## config.mk

```make
export PLATFORM = sky130hd
export DESIGN_NAME = bswTop
export DESIGN_NICKNAME = d
export VERILOG_FILES = /design/src/rtl/bswPkg.sv /design/src/rtl/bswCtrl.sv /design/src/rtl/bswDatapath.sv /design/src/rtl/bswTop.sv
export SDC_FILE = /design/constraint.sdc
export NUM_CORES = 1
export LEC_CHECK = 0
export BUFFER_PORTS_ARGS = -buffer_cell sky130_fd_sc_hd__buf_2
export CAP_MARGIN = 20
export CORE_MARGIN = 2
export CORE_UTILIZATION = 50
export CTS_CLUSTER_DIAMETER = 150
export CTS_CLUSTER_SIZE = 20
export DETAILED_ROUTE_END_ITERATION = 7
export GPL_TIMING_DRIVEN = 0
export MAX_ROUTING_LAYER = met4
export PLACE_DENSITY_LB_ADDON = 0.2
export SYNTH_ARGS = -nofsm -noshare
export SYNTH_HDL_FRONTEND = slang
export SYNTH_SLANG_ARGS = --single-unit
```

## constraint.sdc

```tcl
create_clock -name clk -period 2.2 [get_ports clk]
set_input_delay 0.44 -clock clk [delete_from_list [all_inputs] [get_ports clk]]
set_output_delay 0.44 -clock clk [all_outputs]
set_load 0.02 [all_outputs]
```

## src/rtl/bswPkg.sv

```systemverilog
package bswPkg;
  typedef enum logic [2:0] {
    PH_IDLE,
    PH_ADDR,
    PH_AHOLD,
    PH_WRITE,
    PH_DHOLD
  } phase_t;

  typedef struct packed {
    logic load;
    logic aleOn;
    logic addrOn;
    logic dataOn;
    logic wrOn;
    logic laneOn;
  } strobe_t;
endpackage

```

## src/rtl/bswCtrl.sv

```systemverilog
module bswCtrl
  import bswPkg::*;
(
  input  logic    clk,
  input  logic    rstN,
  input  logic    start,
  output strobe_t stb,
  output logic    busy,
  output logic    done
);
  phase_t phase, phaseNext;
  logic   doneQ;

  always_comb begin
    phaseNext = phase;
    unique case (phase)
      PH_IDLE:  if (start) phaseNext = PH_ADDR;
      PH_ADDR:  phaseNext = PH_AHOLD;
      PH_AHOLD: phaseNext = PH_WRITE;
      PH_WRITE: phaseNext = PH_DHOLD;
      PH_DHOLD: phaseNext = PH_IDLE;
      default:  phaseNext = PH_IDLE;
    endcase
  end

  always_ff @(posedge clk or negedge rstN) begin
    if (!rstN) begin
      phase <= PH_IDLE;
      doneQ <= 1'b0;
    end else begin
      phase <= phaseNext;
      doneQ <= (phase == PH_DHOLD);
    end
  end

  always_comb begin
    stb        = '0;
    stb.load   = start && (phase == PH_IDLE);
    stb.aleOn  = (phase == PH_ADDR);
    stb.addrOn = (phase == PH_ADDR) || (phase == PH_AHOLD);
    stb.dataOn = (phase == PH_WRITE) || (phase == PH_DHOLD);
    stb.wrOn   = (phase == PH_WRITE);
    stb.laneOn = stb.dataOn;
  end

  assign busy = (phase != PH_IDLE);
  assign done = doneQ;
endmodule

```

## src/rtl/bswDatapath.sv

```systemverilog
module bswDatapath
  import bswPkg::*;
#(
  parameter int PTR_W  = 21,
  parameter int DATA_W = 8
) (
  input  logic                          clk,
  input  logic                          rstN,
  input  strobe_t                       stb,
  input  logic [PTR_W-1:0]              ptr,
  input  logic [DATA_W-1:0]             wrData,
  input  logic                          tgtSram,
  output logic [2*DATA_W-1:0]           ad,
  output logic [PTR_W-2*DATA_W-2:0]     addrUp,
  output logic                          ale,
  output logic                          wrhN,
  output logic                          ba0,
  output logic                          ubN,
  output logic                          lbN,
  output logic                          wordModeN
);
  localparam int BUS_W = 2 * DATA_W;
  localparam int UP_W  = PTR_W - BUS_W - 1;

  logic [PTR_W-1:0]  ptrQ;
  logic [DATA_W-1:0] dataQ;
  logic              sramQ;
  logic              wordModeQ;
  logic              laneHi;
  logic              addrValid;

  always_ff @(posedge clk or negedge rstN) begin
    if (!rstN) begin
      ptrQ      <= '0;
      dataQ     <= '0;
      sramQ     <= 1'b0;
      wordModeQ <= 1'b1;
    end else if (stb.load) begin
      ptrQ      <= ptr;
      dataQ     <= wrData;
      sramQ     <= tgtSram;
      wordModeQ <= tgtSram;
    end
  end

  assign laneHi    = ptrQ[0];
  assign addrValid = stb.addrOn || stb.dataOn;

  always_comb begin
    if (stb.addrOn)      ad = ptrQ[BUS_W:1];
    else if (stb.dataOn) ad = {2{dataQ}};
    else                 ad = '0;
  end

  assign addrUp    = addrValid ? ptrQ[PTR_W-1:PTR_W-UP_W] : '0;
  assign ale       = stb.aleOn;
  assign wrhN      = !stb.wrOn;
  assign ba0       = addrValid && !sramQ && laneHi;
  assign ubN       = !(stb.laneOn && sramQ && laneHi);
  assign lbN       = !(stb.laneOn && sramQ && !laneHi);
  assign wordModeN = wordModeQ;
endmodule

```

## src/rtl/bswTop.sv

```systemverilog
module bswTop
  import bswPkg::*;
#(
  parameter int PTR_W  = 21,
  parameter int DATA_W = 8
) (
  input  logic                      clk,
  input  logic                      rstN,
  input  logic                      start,
  input  logic [PTR_W-1:0]          ptr,
  input  logic [DATA_W-1:0]         wrData,
  input  logic                      tgtSram,
  output logic [2*DATA_W-1:0]       ad,
  output logic [PTR_W-2*DATA_W-2:0] addrUp,
  output logic                      ale,
  output logic                      wrhN,
  output logic                      wrlN,
  output logic                      oeN,
  output logic                      ba0,
  output logic                      ubN,
  output logic                      lbN,
  output logic                      wordModeN,
  output logic                      busy,
  output logic                      done
);
  localparam int BUS_W = 2 * DATA_W;
  localparam int UP_W  = PTR_W - BUS_W - 1;

  strobe_t stb;

  bswCtrl u_ctrl (
    .clk  (clk),
    .rstN (rstN),
    .start(start),
    .stb  (stb),
    .busy (busy),
    .done (done)
  );

  bswDatapath #(.PTR_W(PTR_W), .DATA_W(DATA_W)) u_dp (
    .clk      (clk),
    .rstN     (rstN),
    .stb      (stb),
    .ptr      (ptr),
    .wrData   (wrData),
    .tgtSram  (tgtSram),
    .ad       (ad),
    .addrUp   (addrUp),
    .ale      (ale),
    .wrhN     (wrhN),
    .ba0      (ba0),
    .ubN      (ubN),
    .lbN      (lbN),
    .wordModeN(wordModeN)
  );

  assign wrlN = 1'b1;
  assign oeN  = 1'b1;
endmodule

```

==> results.py <==
metrics = {
    "place": {
        "dp_hpwl_um": 3134,
        "place_congestion": 0.7402,
        "portBuffers": 60,
    },
    "sta": {
        "holdWs_ps": 233.1,
        "tightest_slew_ps": 770.5,
        "finalCriticalPeriod_ps": 2180,
        "worst_clock_skew_ps": 3.353,
        "fmax_mhz": 458.8,
        "hold_viol_final": 0,
        "rsz0062_at_grt": "true",
        "min_period_over_period_pct": 99.07,
        "setup_tns_ps": 0,
        "drv_slew": 0,
        "max_slew_margin_pct": 48.63,
        "finalSetupViolCount": 0,
    },
    "synthesis": {
        "syn_area_um2": 1842,
        "yosysTopAreaCell": "dfrtp_1",
        "ys_seq_area_share_pct": 47.62,
        "yosysMostFrequentCell": "dfrtp_1",
        "synth_top_cell_area_share_pct": 46.20,
        "syn_area_per_cell_um2": 11.66,
        "synth_cell_types": 28,
        "synth_cells": 158,
        "synth_enable_flop_cells": 0,
        "yosysWarnings": 0,
        "ys_ff_latch": 35,
        "synthTopCellsByArea": "dfrtp_1 46%, mux2_2 17%, mux2i_1 7.6%",
        "synthTopCellsByCount": "34 x dfrtp_1, 27 x mux2_2, 22 x nand2_1, 14 x mux2i_1, 14 x o221ai_1",
        "ys.flop_type": "dfrtp_1",
        "async_flop_share_pct": 100.0,
    },
    "grt": {
        "grt_pass1_vias": 1430,
        "antenna_found_initial": 0,
        "gr-usage-all-layers_pct": 22.86,
        "grt_pass1_wl_um": 6962,
        "grt-ovfl-total": 0,
        "grt_max_degree": 36,
    },
    "die": {
        "rows": 22,
        "ios": 63,
        "initial_core_util_pct": 51.08,
        "core-area_um2": 3606,
        "die_area_um2": 4185,
        "die_h_um": 64.69,
        "die_w_um": 64.69,
    },
    "detailed_routing": {
        "vias": 1507,
        "ant_nets": 0,
        "first_pass_iters": 5,
        "vias_per_cell": 5.460,
        "first_iter_violations": 123,
        "wl_per_cell_um": 15.66,
        "wl_um": 4322,
        "drc": 0,
    },
    "finish": {
        "syn2layout_area_growth_pct": 27.17,
        "antenna_cells": 0,
        "nNetsFinal": 260,
        "layout-drive-gt1-share_pct": 52.19,
    },
    "worst_hold_path": {
        "worst_hold_path_type": "primary input to async pin",
    },
    "cts": {
        "htreeDepth": 2,
        "cts_made_buffers": 5,
        "cts.sinks": 35,
        "cts_buffer_depth": 2,
        "clk_latency_ps": 280,
        "cts-root-buf": "clkbuf_8",
        "cts_tree": "done",
        "clkTransAtPathRegs_ps": 70,
    },
    "worst_setup_path": {
        "arrival_ps": 1740,
        "required_ps": 1760,
        "r2r-end": "u_dp.ptrQ[7]",
        "cp-startpoint": "u_ctrl.phase[0]",
        "worstReg2RegStart": "u_ctrl.phase[0]",
        "critPathMaxStageDelay_ps": 380,
        "cpMostUsedCell": "buf_4",
        "worstSetupPathType": "register to output port",
        "r2r_cells": 4,
        "start_kind": "register",
        "crit_fanout": 10,
        "r2r_setup_slack_ps": 530,
        "path_cells": "buf_6 > or2_2 > buf_4 > o221ai_1 > buf_4",
        "crit_path_end_kind": "output port",
        "crit_slowest_cell": "dfrtp_1",
    },
    "power_and_ir_drop": {
        "vdd_drop_max_mv": 0.7122,
        "power_density_nw_per_um2": 1790,
        "power_leakage_nw": 1.128,
    },
    "status": {
        "status": "finished, final reports clean",
    },
    "flow_run": {
        "drv_cap": 0,
    },
}
[layout make-up]
type	instances	area, um2
fillers	299	1264
flip-flops and latches	35	878.3
multi-input cells	106	877.1
repair buffers	62	325.3
plain buffers	13	105.1
clock buffers	7	76.32
well taps	48	60.06
inverters	4	15.01
clock inverters	1	5.005
[per-layer routing]
metal | global-route usage [%] | vias to the layer above | part of all wire (%)
met4 | 7.713 | 0 | 1.1
li1 | - | 703 | -
met5 | - | - | 0
met1 | 28.77 | 730 | 41
met3 | 4.861 | 6 | 7.2
met2 | 36.98 | 68 | 50
[report_power, final]
| group | internal, mW | switching [mW] | total [mW] | leakage, nW |
|---|---|---|---|---|
| sequential | 0.979 | 0.246 | 1.23 | 0.415 |
| clock | 0.222 | 0.214 | 0.436 | 0.0422 |
| combinational | 1.12 | 1.41 | 2.53 | 0.671 |
| total | 2.33 | 1.87 | 4.19 | 1.13 |
[what timing repair did]
action / in CTS / in global routing
endpoints found under the hold margin: 0 / 0
cloned: 0 / 0
gates resized for setup: 5 / 12
pin swaps: 1 / 0
buffers inserted: 2 / 0
endpoints found under the setup margin: 18 / 22
hold buffers: 0 / 0
[flip-flops by register name, indices dropped and copies added (netlist names)]
register        flops
u_dp.ptrQ          21
u_dp.dataQ          8
u_ctrl.phase        3
u_ctrl.done         1
u_dp.sramQ          1
u_dp.wordModeN      1
[cell families after synthesis]
logic type / after synthesis / synth area share [%]
other: 1 / 0.2036
flip-flops: 35 / 47.62
buffers and inverters: 18 / 6.113
AO/OA/AOI/OAI: 19 / 8.560
multiplexers: 43 / 25.34
AND/OR/NAND/NOR: 41 / 11.69
XOR/XNOR: 1 / 0.4756
[worst max-delay path: cells and delay by family (launching register included)]
family                 cells  cell delay [ps]
buffers and inverters      3              540
flip-flops                 1              380
AND/OR/NAND/NOR            1              340
AO/OA/AOI/OAI              1              200
[worst max path at each step]
stage,endpoint
5_1_grt,ad[8]
2_1_floorplan,ad[0]
3_5_place_dp,ad[7]
6_report,ad[13]
4_1_cts,ad[3]
3_3_place_gp,ad[7]
[per-stage QoR]
step | utilization, % | setup WS (ps) | cells | instance area (um2) | power, mW
CTS | 64.19 | 16.28 | 276 | 2315 | 4.142
global route | 64.95 | -38.86 | 276 | 2342 | 4.462
detailed placement | 61.17 | 88.73 | 267 | 2206 | 3.650
global placement | 61.17 | 136.3 | 267 | 2206 | 3.544
floorplan | - | 316.8 | 159 | 1846 | 2.935
finish | 64.95 | 20.41 | 276 | 2342 | 4.192
[layout by cell type (no fill, tap or decap), types with 3 or more instances in the layout]
cell,count
o221ai_1,12
buf_2,58
buf_4,9
mux2i_1,14
mux2_2,27
clkbuf_8,5
inv_1,4
dfrtp_1,33
nor2_1,4
nand2_1,22
clkbuf_4,3
buf_6,4
and3_1,5
(Power assumes the default switching activity.)
